<file path="src/rtl/tmr_host_pkg.sv">
package tmr_host_pkg;
   localparam int BYTE_W = 8;
   localparam int CNT_W  = 2 * BYTE_W;

   typedef enum logic [1:0] {
      ACC_LATCH = 2'b00,
      ACC_LO    = 2'b01,
      ACC_HI    = 2'b10,
      ACC_WORD  = 2'b11
   } acc_e;

   // latched-count read state; values line up with acc_e on capture
   typedef enum logic [1:0] {
      CL_NONE = 2'b00,
      CL_LO   = 2'b01,
      CL_HI   = 2'b10,
      CL_WORD = 2'b11
   } clat_e;

   function automatic logic [BYTE_W-1:0] status_byte(input logic out_lvl, input acc_e acc,
                                                     input logic [2:0] mode, input logic bcd);
      return {out_lvl, 1'b0, acc, mode, bcd};
   endfunction
endpackage

</file>
<file path="src/rtl/tmr_cmd_decode.sv">
module tmr_cmd_decode #(
   parameter int NUM_CH = 3
) (
   input  logic [1:0]        addr,
   input  logic              wr_en,
   input  logic              rd_en,
   input  logic [7:0]        wdata,
   output logic [NUM_CH-1:0] cw_wr,
   output logic [NUM_CH-1:0] cnt_req,
   output logic [NUM_CH-1:0] st_req,
   output logic [NUM_CH-1:0] data_wr,
   output logic [NUM_CH-1:0] data_rd
);
   localparam logic [1:0] CMD_ADDR = 2'd3;
   localparam logic [1:0] SNAP_SEL = 2'd3;

   logic       is_cmd, is_snap;
   logic [1:0] sel, acc;

   assign is_cmd  = wr_en && (addr == CMD_ADDR);
   assign sel     = wdata[7:6];
   assign acc     = wdata[5:4];
   assign is_snap = (sel == SNAP_SEL);

   generate
      for (genvar c = 0; c < NUM_CH; c++) begin : g_ch
         logic hit;
         assign hit        = !is_snap && (sel == 2'(c));
         assign cw_wr[c]   = is_cmd && hit && (acc != 2'b00);
         assign cnt_req[c] = is_cmd && ((hit && acc == 2'b00) ||
                                        (is_snap && wdata[c+1] && !wdata[5]));
         assign st_req[c]  = is_cmd && is_snap && wdata[c+1] && !wdata[4];
         assign data_wr[c] = wr_en && (addr == 2'(c));
         assign data_rd[c] = rd_en && (addr == 2'(c));
      end
   endgenerate
endmodule

</file>
<file path="src/rtl/tmr_chan_port.sv">
module tmr_chan_port
   import tmr_host_pkg::*;
#(
   parameter logic [2:0] RST_MODE = 3'd0
) (
   input  logic              clk,
   input  logic              rst_n,
   input  logic              cw_wr,
   input  logic [1:0]        cw_acc,
   input  logic [2:0]        cw_mode,
   input  logic              cw_bcd,
   input  logic              cnt_req,
   input  logic              st_req,
   input  logic              data_wr,
   input  logic              data_rd,
   input  logic [BYTE_W-1:0] wdata,
   input  logic [CNT_W-1:0]  live_cnt,
   input  logic              out_lvl,
   output logic [BYTE_W-1:0] rdata,
   output logic [2:0]        mode,
   output logic              bcd,
   output logic              load,
   output logic [CNT_W-1:0]  load_val
);
   acc_e              acc_q;
   clat_e             clat_q;
   logic [2:0]        mode_q;
   logic              bcd_q, wr_hi_q, rd_hi_q, st_q;
   logic [BYTE_W-1:0] hold_q, sval_q;
   logic [CNT_W-1:0]  cval_q;

   assign mode = mode_q;
   assign bcd  = bcd_q;

   always_comb begin
      load     = 1'b0;
      load_val = '0;
      if (data_wr) begin
         case (acc_q)
            ACC_LO:  begin load = 1'b1; load_val = {{BYTE_W{1'b0}}, wdata}; end
            ACC_HI:  begin load = 1'b1; load_val = {wdata, {BYTE_W{1'b0}}}; end
            default: if (wr_hi_q) begin load = 1'b1; load_val = {wdata, hold_q}; end
         endcase
      end
   end

   always_comb begin
      if (st_q)
         rdata = sval_q;
      else if (clat_q != CL_NONE)
         rdata = (clat_q == CL_HI) ? cval_q[CNT_W-1:BYTE_W] : cval_q[BYTE_W-1:0];
      else begin
         case (acc_q)
            ACC_LO:  rdata = live_cnt[BYTE_W-1:0];
            ACC_HI:  rdata = live_cnt[CNT_W-1:BYTE_W];
            default: rdata = rd_hi_q ? live_cnt[CNT_W-1:BYTE_W] : live_cnt[BYTE_W-1:0];
         endcase
      end
   end

   always_ff @(posedge clk) begin
      if (!rst_n) begin
         acc_q   <= ACC_WORD;
         mode_q  <= RST_MODE;
         bcd_q   <= 1'b0;
         wr_hi_q <= 1'b0;
         rd_hi_q <= 1'b0;
         hold_q  <= '0;
         clat_q  <= CL_NONE;
         cval_q  <= '0;
         st_q    <= 1'b0;
         sval_q  <= '0;
      end else begin
         if (data_wr && acc_q == ACC_WORD) begin
            if (!wr_hi_q) hold_q <= wdata;
            wr_hi_q <= !wr_hi_q;
         end
         if (data_rd) begin
            if (st_q)
               st_q <= 1'b0;
            else if (clat_q != CL_NONE)
               clat_q <= (clat_q == CL_WORD) ? CL_HI : CL_NONE;
            else if (acc_q == ACC_WORD)
               rd_hi_q <= !rd_hi_q;
         end
         if (cw_wr) begin
            acc_q   <= acc_e'(cw_acc);
            mode_q  <= cw_mode;
            bcd_q   <= cw_bcd;
            wr_hi_q <= 1'b0;
            rd_hi_q <= 1'b0;
         end
         if (cnt_req && clat_q == CL_NONE) begin
            cval_q <= live_cnt;
            clat_q <= clat_e'(acc_q);
         end
         if (st_req && !st_q) begin
            st_q   <= 1'b1;
            sval_q <= status_byte(out_lvl, acc_q, mode_q, bcd_q);
         end
      end
   end

   // an unread latched count is not overwritten
   a_r2_latch_hold: assert property (@(posedge clk) disable iff (!rst_n)
      (clat_q != CL_NONE && !data_rd) |=> $stable(cval_q));
   // a read releases a held status byte
   a_r6_status_clears: assert property (@(posedge clk) disable iff (!rst_n)
      (st_q && data_rd) |=> !st_q);
   // pair-mode latch moves on to its high byte
   a_r7_word_then_hi: assert property (@(posedge clk) disable iff (!rst_n)
      (clat_q == CL_WORD && data_rd && !st_q) |=> (clat_q == CL_HI));
   // low-only loads keep the upper half clear
   a_r3_low_only_upper: assert property (@(posedge clk) disable iff (!rst_n)
      (load && acc_q == ACC_LO) |-> (load_val[CNT_W-1:BYTE_W] == '0));
   // live pair-mode reads alternate
   a_r8_live_toggle: assert property (@(posedge clk) disable iff (!rst_n)
      (data_rd && !st_q && clat_q == CL_NONE && acc_q == ACC_WORD && !cw_wr)
      |=> (rd_hi_q != $past(rd_hi_q)));
endmodule

</file>
<file path="src/rtl/tmr_host_port.sv">
module tmr_host_port
   import tmr_host_pkg::*;
#(
   parameter int         NUM_CH   = 3,
   parameter logic [2:0] RST_MODE = 3'd0
) (
   input  logic                    clk,
   input  logic                    rst_n,
   input  logic [1:0]              addr,
   input  logic                    wr_en,
   input  logic                    rd_en,
   input  logic [7:0]              wdata,
   output logic [7:0]              rdata,
   input  logic [NUM_CH*CNT_W-1:0] ch_count,
   input  logic [NUM_CH-1:0]       ch_out,
   output logic [NUM_CH*3-1:0]     ch_mode,
   output logic [NUM_CH-1:0]       ch_bcd,
   output logic [NUM_CH-1:0]       ch_load,
   output logic [NUM_CH*CNT_W-1:0] ch_load_val
);
   generate
      if (NUM_CH < 1 || NUM_CH > 3) begin : g_bad_num_ch
         $error("NUM_CH must lie in 1..3, the data addresses below the command address");
      end
      if (BYTE_W != 8) begin : g_bad_byte_w
         $error("BYTE_W must be 8 to match the port width");
      end
   endgenerate

   logic [NUM_CH-1:0] cw_wr, cnt_req, st_req, data_wr, data_rd;
   logic [BYTE_W-1:0] ch_rd [NUM_CH];

   tmr_cmd_decode #(.NUM_CH(NUM_CH)) i_dec (
      .addr(addr), .wr_en(wr_en), .rd_en(rd_en), .wdata(wdata),
      .cw_wr(cw_wr), .cnt_req(cnt_req), .st_req(st_req),
      .data_wr(data_wr), .data_rd(data_rd)
   );

   generate
      for (genvar c = 0; c < NUM_CH; c++) begin : g_chan
         tmr_chan_port #(.RST_MODE(RST_MODE)) i_chan (
            .clk(clk), .rst_n(rst_n),
            .cw_wr(cw_wr[c]), .cw_acc(wdata[5:4]), .cw_mode(wdata[3:1]), .cw_bcd(wdata[0]),
            .cnt_req(cnt_req[c]), .st_req(st_req[c]),
            .data_wr(data_wr[c]), .data_rd(data_rd[c]), .wdata(wdata),
            .live_cnt(ch_count[c*CNT_W +: CNT_W]), .out_lvl(ch_out[c]),
            .rdata(ch_rd[c]), .mode(ch_mode[c*3 +: 3]), .bcd(ch_bcd[c]),
            .load(ch_load[c]), .load_val(ch_load_val[c*CNT_W +: CNT_W])
         );
      end
   endgenerate

   always_comb begin
      rdata = '0;
      for (int c = 0; c < NUM_CH; c++)
         if (addr == 2'(c)) rdata = ch_rd[c];
   end

   // the command address reads as zero
   a_r9_cmd_reads_zero: assert property (@(posedge clk) disable iff (!rst_n)
      (addr == 2'd3) |-> (rdata == 8'h00));
endmodule

</file>
<file path="config.mk">
export PLATFORM = sky130hd
export DESIGN_NAME = tmr_host_port
export DESIGN_NICKNAME = d
export VERILOG_FILES = /design/src/rtl/tmr_host_pkg.sv /design/src/rtl/tmr_cmd_decode.sv /design/src/rtl/tmr_chan_port.sv /design/src/rtl/tmr_host_port.sv
export SDC_FILE = /design/constraint.sdc
export NUM_CORES = 1
export LEC_CHECK = 0
export BUFFER_PORTS_ARGS = -buffer_cell sky130_fd_sc_hd__clkbuf_2
export CAP_MARGIN = 0
export CORE_AREA = 3 3 99 149
export CTS_CLUSTER_DIAMETER = 60
export DETAILED_ROUTE_END_ITERATION = 10
export DIE_AREA = 0 0 102 152
export PLACE_DENSITY = 0.79
export SKIP_LAST_GASP = 1
export SYNTH_ARGS = -nofsm -noshare
export SYNTH_HDL_FRONTEND = slang
export SYNTH_SLANG_ARGS = --single-unit
</file>
<file path="constraint.sdc">
create_clock -name clk -period 2 [get_ports clk]
set_clock_uncertainty 0.15 [all_clocks]
set_input_delay 0.2 -clock clk [delete_from_list [all_inputs] [get_ports clk]]
set_output_delay 0.2 -clock clk [all_outputs]
set_load 0.01 [all_outputs]
</file>
==> impl_summary.md, run 1 <==
Outcome
The flow ran to the end, but the final reports show violations. The checks that failed: setup timing.

Synth
The number of flops mapped to enable cells by yosys is 0. After synthesis, the netlist uses between 50 and 60 different library cells. The most used flip-flop cell after synthesis is sky130_fd_sc_hd__dfxtp_1. The flip-flop and latch count after synthesis is about 130. Counting flops with an async set or reset pin after synthesis yields a share of 0.

The average footprint of a synthesized cell is approximately 8.4 sq um. The synthesized netlist occupies a cell area of 6750 sq um. When the netlist entered floorplanning its net count stood at between 800 and 900. The count of synthesis-stage warnings from yosys is 0. The sequential-to-total area share from yosys stat is 0.374.

Synthesis produced a netlist whose cell count is ~800.

Global routing
The via count of the first global-routing pass is between 6000 and 7000. After global routing the overflow that remains totals 0. The initial antenna violation count is 0. The first global-routing pass estimated 35400 um of wire.

The all-layer global routing usage is 0.290. The largest net degree at the start of global routing is 33.

Power
The power share of the combinational group is 0.124. The internal cell power is a little under 5 mW. The peak supply drop is between 0.5 and 0.6 mV. The proportion of total power due to net switching is 0.246. The fraction of power consumed by the clock network is 0.481. Summed over all nets, the switching power comes to 1.61 mW.

The power per standard cell area is ~670 nW/um^2. The register share of total power is 0.395. In this run the static leakage power is approximately 3.9 nW.

Timing
For the pin with the worst max-slew slack, the measured transition is between 0.6 and 0.7 ns. Setup repair after global routing could not meet its margin everywhere. Headroom to the max-slew limit came out at 0.569. Hold is met by 0.0110 ns. Setup violations remaining at the end of the flow were counted as 57. For the finished layout, the period the worst path requires is between 2 and 3 ns. The number of pins with negative max-slew slack in the final report came to 0.

The part of the cycle the worst path needs is 1.28. The number of hold-slack violations in the final timing report is 0. The peak clock frequency supported by timing is between 0.3 and 0.4 GHz.

In the post-route analysis, the smallest setup slack over all paths is -0.570 ns.

Detailed routing
The overall via count from detail_route is 6881. The detailed router finished its first iteration with around 470 violations. The routed wire length is ~23000 um. The detailed-router iteration count before antenna repair is 7. The post-route DRC violation count is 0.

The routed wirelength normalized by instance count is ~19 um. In the routed layout, each cell is associated on average with a via count of 5.79. Once detail routing completed, the nets flagged for antenna violations numbered 0.

Clocking
Clock tree synthesis inserted a total of 17 buffers. In this run the clock root is driven by a sky130_fd_sc_hd__clkbuf_16. No sink is reached through more buffers than the 2 on the longest clock path. Counting every sink on the clock net gives 126. The number of levels in the clock H-tree is 4. The clock tree from TritonCTS is built. The register clock-pin slew on the reported worst setup and hold paths is 0.06 ns. The latest clock arrival within the worst-skew pair is 0.41 ns.

Worst setup path
In this run the critical register-to-register path is captured at g_chan[2].i_chan.cval_q[0]$_SDFFE_PN0P_. The critical path ends at rdata[6]. Data on the critical path is required at its endpoint by ~1.7 ns. The highest net fanout along the worst path is 4. The startpoint identified for the worst register-to-register timing path is g_chan[2].i_chan.clat_q[1]$_SDFFE_PN0P_. The startpoint of the worst setup timing path is g_chan[1].i_chan.acc_q[0]$_SDFFE_PN1P_. The kind of capture point of the worst setup path is an output pin.

Data on the critical path arrives at its endpoint at 2.22 ns. The critical path startpoint category is a flop. The cell depth of the worst flop-to-flop path is 5. For flop-to-flop paths, the worst setup slack is 0.12 ns. The class of the most critical setup path is reg2out.

Place
Detailed placement ended at an HPWL of 15000 um. The final weighted congestion in routability-driven placement is between 0.9 and 1. Once placement completed, the tool counted placed cells totaling around 1100. In this run the tool buffered the top-level ports with approximately 140 buffer cells. Summing all placed instances gives a cell area of slightly below 8000 sq um.

Cells and area
The library cells used most frequently in the layout, excluding fill and tap cells, are sky130_fd_sc_hd__dfxtp_1, sky130_fd_sc_hd__nor2_1, sky130_fd_sc_hd__mux2i_1. The share of cells above drive strength 1 is 0.346. The finished layout holds 1188 standard cells, fillers aside. In the final design database the tool counted roughly 1100 nets. Relative to the synthesized area, the layout overhead comes to 43.6%.

After routing the design area is just under 10000 sq um. The leading cell type in the layout, fill and taps excluded is sky130_fd_sc_hd__dfxtp_1. The number of fillers in the final layout is 933.

The number of inserted diodes is 0.

Floorplanning
After floorplanning, the core was divided into 52 placement rows. The die covers 15500 sq um. The die is 152 um tall. 136 I/O pins were placed. For this configuration, the core starts out at a cell density of 0.498. The floorplan step defined a core boundary enclosing about 14000 sq um. The die is between 100 and 150 um wide.

Worst hold path
The worst hold path was traced through 2 stages. The path class of the tightest hold or removal check is in2reg. The worst hold path begins at rst_n.

Flow run
The tool flagged a number of max-cap violations equal to 0.
state kept, by name, summed over array words and instances, names as in the netlist:
| name | count |
|---|---|
| g_chan.i_chan.acc_q | 6 |
| g_chan.i_chan.bcd | 3 |
| g_chan.i_chan.clat_q | 6 |
| g_chan.i_chan.cval_q | 48 |
| g_chan.i_chan.hold_q | 24 |
| g_chan.i_chan.mode | 9 |
| g_chan.i_chan.rd_hi_q | 3 |
| g_chan.i_chan.st_q | 3 |
| g_chan.i_chan.sval_q | 21 |
| g_chan.i_chan.wr_hi_q | 3 |
per-stage QoR:
stage / power, mW / setup TNS [ns] / utilization / setup slack, ns
global placement: 3.26 / -0.939 / 0.582 / -0.120
detailed placement: 3.26 / -1.73 / 0.582 / -0.165
global route: 6.72 / -16.26 / 0.716 / -0.629
floorplan: 3.00 / -0.0440 / - / -0.0440
CTS: 6.49 / -11.54 / 0.695 / -0.559
finish: 6.54 / -12.51 / 0.716 / -0.570
cells by family after synthesis:
kind of cell    after synthesis  share of synthesized area
xor+xnor                      6                    0.00779
fa+ha+maj                     9                     0.0167
simple gates                324                      0.244
flops                       126                      0.374
buf+inv                      89                     0.0633
mux                         100                      0.150
compound gates              148                      0.145
synthesized netlist by cell type, types with 3 or more instances:
cell type	n	area, sq um
sky130_fd_sc_hd__and2_1	22	138
sky130_fd_sc_hd__nand2b_1	14	87.6
sky130_fd_sc_hd__a221o_1	9	90.1
sky130_fd_sc_hd__a31oi_1	15	93.8
sky130_fd_sc_hd__nand3_1	12	60.1
sky130_fd_sc_hd__clkbuf_1	38	143
sky130_fd_sc_hd__and3_1	3	18.8
sky130_fd_sc_hd__o311ai_0	8	70.1
sky130_fd_sc_hd__a221oi_1	8	70.1
sky130_fd_sc_hd__nor2_4	3	33.8
sky130_fd_sc_hd__dfxtp_1	126	2520
sky130_fd_sc_hd__buf_1	4	15.0
sky130_fd_sc_hd__nor3_1	5	25.0
sky130_fd_sc_hd__o22ai_1	5	31.3
sky130_fd_sc_hd__nor2b_1	11	68.8
sky130_fd_sc_hd__inv_1	14	52.6
sky130_fd_sc_hd__nor2_2	8	50.1
sky130_fd_sc_hd__o21ai_0	29	145
sky130_fd_sc_hd__ha_1	9	113
sky130_fd_sc_hd__o211ai_1	11	82.6
sky130_fd_sc_hd__nand3b_1	22	165
sky130_fd_sc_hd__mux2i_1	97	971
sky130_fd_sc_hd__nor2_1	128	480
sky130_fd_sc_hd__buf_6	3	33.8
sky130_fd_sc_hd__buf_2	14	70.1
sky130_fd_sc_hd__nor3b_1	4	30.0
sky130_fd_sc_hd__o311a_1	7	70.1
sky130_fd_sc_hd__nand2_1	75	282
sky130_fd_sc_hd__a21oi_1	44	220
sky130_fd_sc_hd__buf_4	13	97.6
sky130_fd_sc_hd__xor2_1	4	35.0
layout make-up:
cell class / count / area, sq um / share of cell area
clock buffer: 20 / 457 / 0.0471
timing repair buffer: 267 / 2080 / 0.215
clock inverter: 10 / 140 / 0.0145
multi-input combinational: 587 / 4210 / 0.435
inverter: 16 / 66.3 / 0.00684
tap: 162 / 203 / 0.0209
sequential: 126 / 2530 / 0.261
per-layer routing:
metal  routed length, um  share of wire  GRT usage
met5                   0              0          0
met4                1140          0.050      0.137
met3                1140          0.050     0.0459
met2               11600           0.51      0.499
met1                8870           0.39      0.343
what timing repair did:
item	in CTS	in global routing
endpoints found under the hold margin	52	0
pin swaps	34	24
setup buffers	7	4
setup endpoints to repair	59	59
cloned	2	1
hold buffers	52	0
resized for setup	75	112
how the worst min path moves through the flow:
stage | to | slack [ns]
floorplan | g_chan[0].i_chan.acc_q[1]$_SDFFE_PN1P_ | 0.19
global placement | g_chan[1].i_chan.sval_q[7]$_SDFFE_PN0P_ | 0.30
detailed placement | g_chan[1].i_chan.sval_q[7]$_SDFFE_PN0P_ | 0.31
CTS | g_chan[2].i_chan.acc_q[0]$_SDFFE_PN1P_ | 0.006
global route | g_chan[2].i_chan.acc_q[0]$_SDFFE_PN1P_ | 0.02
finish | g_chan[2].i_chan.acc_q[0]$_SDFFE_PN1P_ | 0.01
power groups by stage:
stage          combinational [mW]  clock, mW  sequential, mW
5_1_grt                     0.858       3.27            2.59
3_5_place_dp                0.628          0            2.63
3_3_place_gp                0.623          0            2.63
2_1_floorplan               0.374          0            2.62
6_report                    0.808       3.15            2.58
4_1_cts                     0.764       3.14            2.58
worst max-delay path, stage by stage (launching register included):
cell                       delay (ns)
sky130_fd_sc_hd__dfxtp_2         0.33
sky130_fd_sc_hd__inv_2           0.05
sky130_fd_sc_hd__ha_4            0.28
sky130_fd_sc_hd__mux2_4          0.32
sky130_fd_sc_hd__a221oi_2        0.23
sky130_fd_sc_hd__a211oi_2        0.13
sky130_fd_sc_hd__a211o_1         0.33
sky130_fd_sc_hd__clkbuf_2        0.14
No activity file was read; power rests on OpenSTA's default activity.
==> run 2: changes to the inputs <==
--- a/config.mk
+++ b/config.mk
@@ -7,11 +7,11 @@
 export LEC_CHECK = 0
 export BUFFER_PORTS_ARGS = -buffer_cell sky130_fd_sc_hd__clkbuf_2
 export CAP_MARGIN = 0
-export CORE_AREA = 3 3 99 149
+export CORE_AREA = 3 3 154 96
 export CTS_CLUSTER_DIAMETER = 60
 export DETAILED_ROUTE_END_ITERATION = 10
-export DIE_AREA = 0 0 102 152
-export PLACE_DENSITY = 0.79
+export DIE_AREA = 0 0 157 99
+export PLACE_DENSITY = 0.8
 export SKIP_LAST_GASP = 1
 export SYNTH_ARGS = -nofsm -noshare
 export SYNTH_HDL_FRONTEND = slang
==> run 2 against run 1 <==
Compared with the run above: the run still ends with setup timing left; global-route usage rose by 0.39 points; register-to-register slack improved by 0.04 ns; via count up 2.7%; sequential share of layout area is essentially flat; largest cell class unchanged; die area up 0.25%; sequential power hardly changed; fmax down 2.0%; non-clock buffer count is 6 higher; first-iteration DRC count increased by 46%; critical endpoint is now rdata[2]; clock power rose by 3%; utilization up 0.18 points.
==> impl_summary.md, run 2 (synthesized netlist as in run 1, its figures left out) <==
Detailed routing
The routed length on met1 is 10100 um. The routed design uses about 2500 um of met3 wire. The post-route DRC violation count is 0. The top routing layer in use is met4. Summed over all layers, the routed wires come to about 23000 um. Across all layers, the routed design uses a little over 7000 vias.

Wire segments on met2 add up to 10200 um in the final route. The starting DRC count in detailed routing is 690. After detailed routing, the average wire length per cell comes to about 19 um. The residual antenna-violating net count after detailed routing is 0.

Before antenna repair, the detailed router went through 8 iterations. The detailed-route vias per instance is 5.84.

Worst setup path
The logic depth of the worst path, buffers included is 8. The critical path startpoint category is a flop. The critical path contains buffers and inverters numbering 3 combined. The worst setup path is captured at an output pin.

At the worst endpoint, the arrival time is 2.27 ns. The data required time at the worst endpoint is around 1.7 ns. Counting cells, the worst reg-to-reg path comes to 7. In this run the worst path has a maximum fanout of 7.

The worst setup path is of the reg2out kind. The critical path starts at g_chan[1].i_chan.acc_q[0]$_SDFFE_PN1P_. Traced cell by cell, the critical path runs through inv_2 -> ha_4 -> mux2_4 -> buf_6 -> nand3_1 -> a31oi_2 -> o311a_1 -> clkbuf_2. Grouping stages by cell kind, the critical path spends the most delay in compound AO/OA/AOI/OAI gates. The cell with the largest stage delay on the worst path is sky130_fd_sc_hd__o311a_1.

In this run the critical register-to-register path is launched from g_chan[1].i_chan.clat_q[0]$_SDFFE_PN0P_. The largest single stage delay on the critical path is between 0.3 and 0.4 ns.

Timing
The part of the cycle the worst path needs is 1.31. After routing, the total negative slack on setup checks comes to -17.14 ns. Setup violations remaining at the end of the flow were counted as 59. The worst-case headroom to the max-slew limit is 0.605. The worst hold slack across all endpoints is 0.0371 ns. The number of hold-slack violations in the final timing report came to 0.

The worst setup slack after layout is -0.623 ns. Setup repair after global routing could not meet its margin everywhere. Subtracting the final worst setup slack from the clock period gives ~2.6 ns. The number of pins with negative max-slew slack in the final report is 0. The worst-margin pin slew is between 0.5 and 0.6 ns. The peak clock frequency supported by timing is 0.381 GHz.

Floorplanning
The area of the die is roughly 16000 sq um. The starting density of the core is 0.500. The overall die width is between 150 and 200 um. After floorplanning, the core was divided into 33 placement rows. around 140 I/O pins were placed. The die height is between 90 and 100 um. After floorplanning, the core was sized to cover 13500 sq um.

Cells and area
Summing all non-filler instances in the final layout gives an area of 9690 sq um. The sequential cell area is about 2500 sq um. g_chan.i_chan.cval_q holds more flip-flops than any other register. After filler insertion, the fill cell instance count of the layout stands at ~950. Relative to the synthesized area, the layout overhead comes to 43.7%. The number of nets at the end of the flow is 1095. The largest registers in the layout are g_chan.i_chan.cval_q (48), g_chan.i_chan.hold_q (24), g_chan.i_chan.sval_q (21). The share of cells above drive strength 1 is 0.346.

The number of antenna diodes in the final layout is 0. The flip-flop count of the largest register after layout is 48. The top cell types in the final layout, fill and taps aside, are sky130_fd_sc_hd__nor2_1, sky130_fd_sc_hd__dfxtp_1, sky130_fd_sc_hd__mux2i_1. Summing all multi-input logic gate instances after layout gives around 4200 sq um.

Place
The wire-length estimate of the detail-placed layout is 15400 um. The count of buffers from port buffering is between 100 and 150. Routability-driven placement finished with a final weighted congestion of around 1. The placement-stage cell area is ~7900 sq um.

Global routing
The global-route congestion overflow total is 0. The initial antenna violation count was 0. The via count of the first global-routing pass came to between 6000 and 7000. In the global route stage, overall resource usage came out at 0.294. The largest net degree at the start of global routing is just over 50. The wire length of the first global-routing pass is ~36000 um.

Power
The total power is 6.67 mW. The cell leakage power is 3.93 nW. The power per standard cell area is 688 nW/um^2. IR analysis of the VDD net gives a maximum drop of roughly 0.55 mV.

Worst hold path
The classification of the worst-slack hold path is in2reg. The startpoint identified for the worst hold timing path is wdata[4]. Counting instances, the worst hold path has a depth of 3.

Outcome
The flow ran to the end, but the final reports show violations. The checks that failed: setup timing.

Clocking
The number of levels in the clock H-tree is 4. The buffer cell driving the clock tree root is sky130_fd_sc_hd__clkbuf_16. Counting along the longest clock path gives a buffer depth of 2. TritonCTS built the clock tree. The register clock-pin slew on the reported worst setup and hold paths is 0.06 ns. The total CTS buffers is 17. The latest clock arrival within the worst-skew pair is 0.42 ns. The count of clock tree sinks is ~130.

Flow run
Across the run, the number of max-cap violations was 0.
## run 2: cell types whose count changed in the layout (fill, tap and decap cells not counted), moves of 4 or more
cell	change
sky130_fd_sc_hd__a31oi_1	-5
sky130_fd_sc_hd__a31oi_2	+5
sky130_fd_sc_hd__buf_2	+4
sky130_fd_sc_hd__buf_4	+4
sky130_fd_sc_hd__inv_6	+4
sky130_fd_sc_hd__nand2_1	+4
sky130_fd_sc_hd__nand2_2	-4
## run 2: layout make-up
cell class	count	area share
multi-input combinational	587	0.433
sequential	126	0.262
timing repair buffer	273	0.212
clock buffer	18	0.0453
tap	175	0.0226
clock inverter	14	0.0190
inverter	16	0.00633
## run 2: tightest hold or removal path, delay by kind of cell
kind	cells	cell delay (ns)
buffers and inverters	1	0.19
AND/OR/NAND/NOR	1	0.10
AO/OA/AOI/OAI	1	0.08
## run 2: repair_timing
item / 4_1_cts / 5_1_grt
gates cloned: 3 / 0
setup endpoints to repair: 60 / 61
endpoints found under the hold margin: 54 / 0
pin swaps: 30 / 20
hold buffers: 54 / 0
setup buffers: 5 / 7
gates resized for setup: 91 / 72
## run 2: per-layer routing
metal,track usage,up-vias
li1,-,3252
met1,0.419,3343
met2,0.447,408
met3,0.0671,62
met4,0.0767,0
met5,0,-
## run 2: worst paths after layout
path,slack [ns],endpoint
setup reg to reg,0.16,g_chan[1].i_chan.cval_q[0]$_SDFFE_PN0P_
hold reg to reg,0.33,g_chan[0].i_chan.hold_q[5]$_SDFFE_PN0P_
setup / recovery,-0.62,rdata[2]
hold / removal,0.04,g_chan[1].i_chan.acc_q[0]$_SDFFE_PN1P_
## run 2: where the power goes
part / switching [mW] / total [mW] / internal, mW
sequential: 0.0294 / 2.58 / 2.55
clock: 1.25 / 3.26 / 2.02
combinational: 0.457 / 0.826 / 0.369
total: 1.73 / 6.67 / 4.93
## run 2: per-stage QoR
step           setup WS, ns  std cells   util
2_1_floorplan       -0.0440        802      -
3_3_place_gp         -0.139       1109  0.585
3_5_place_dp         -0.225       1109  0.585
4_1_cts              -0.582       1203  0.705
5_1_grt              -0.639       1209  0.718
6_report             -0.623       1209  0.718
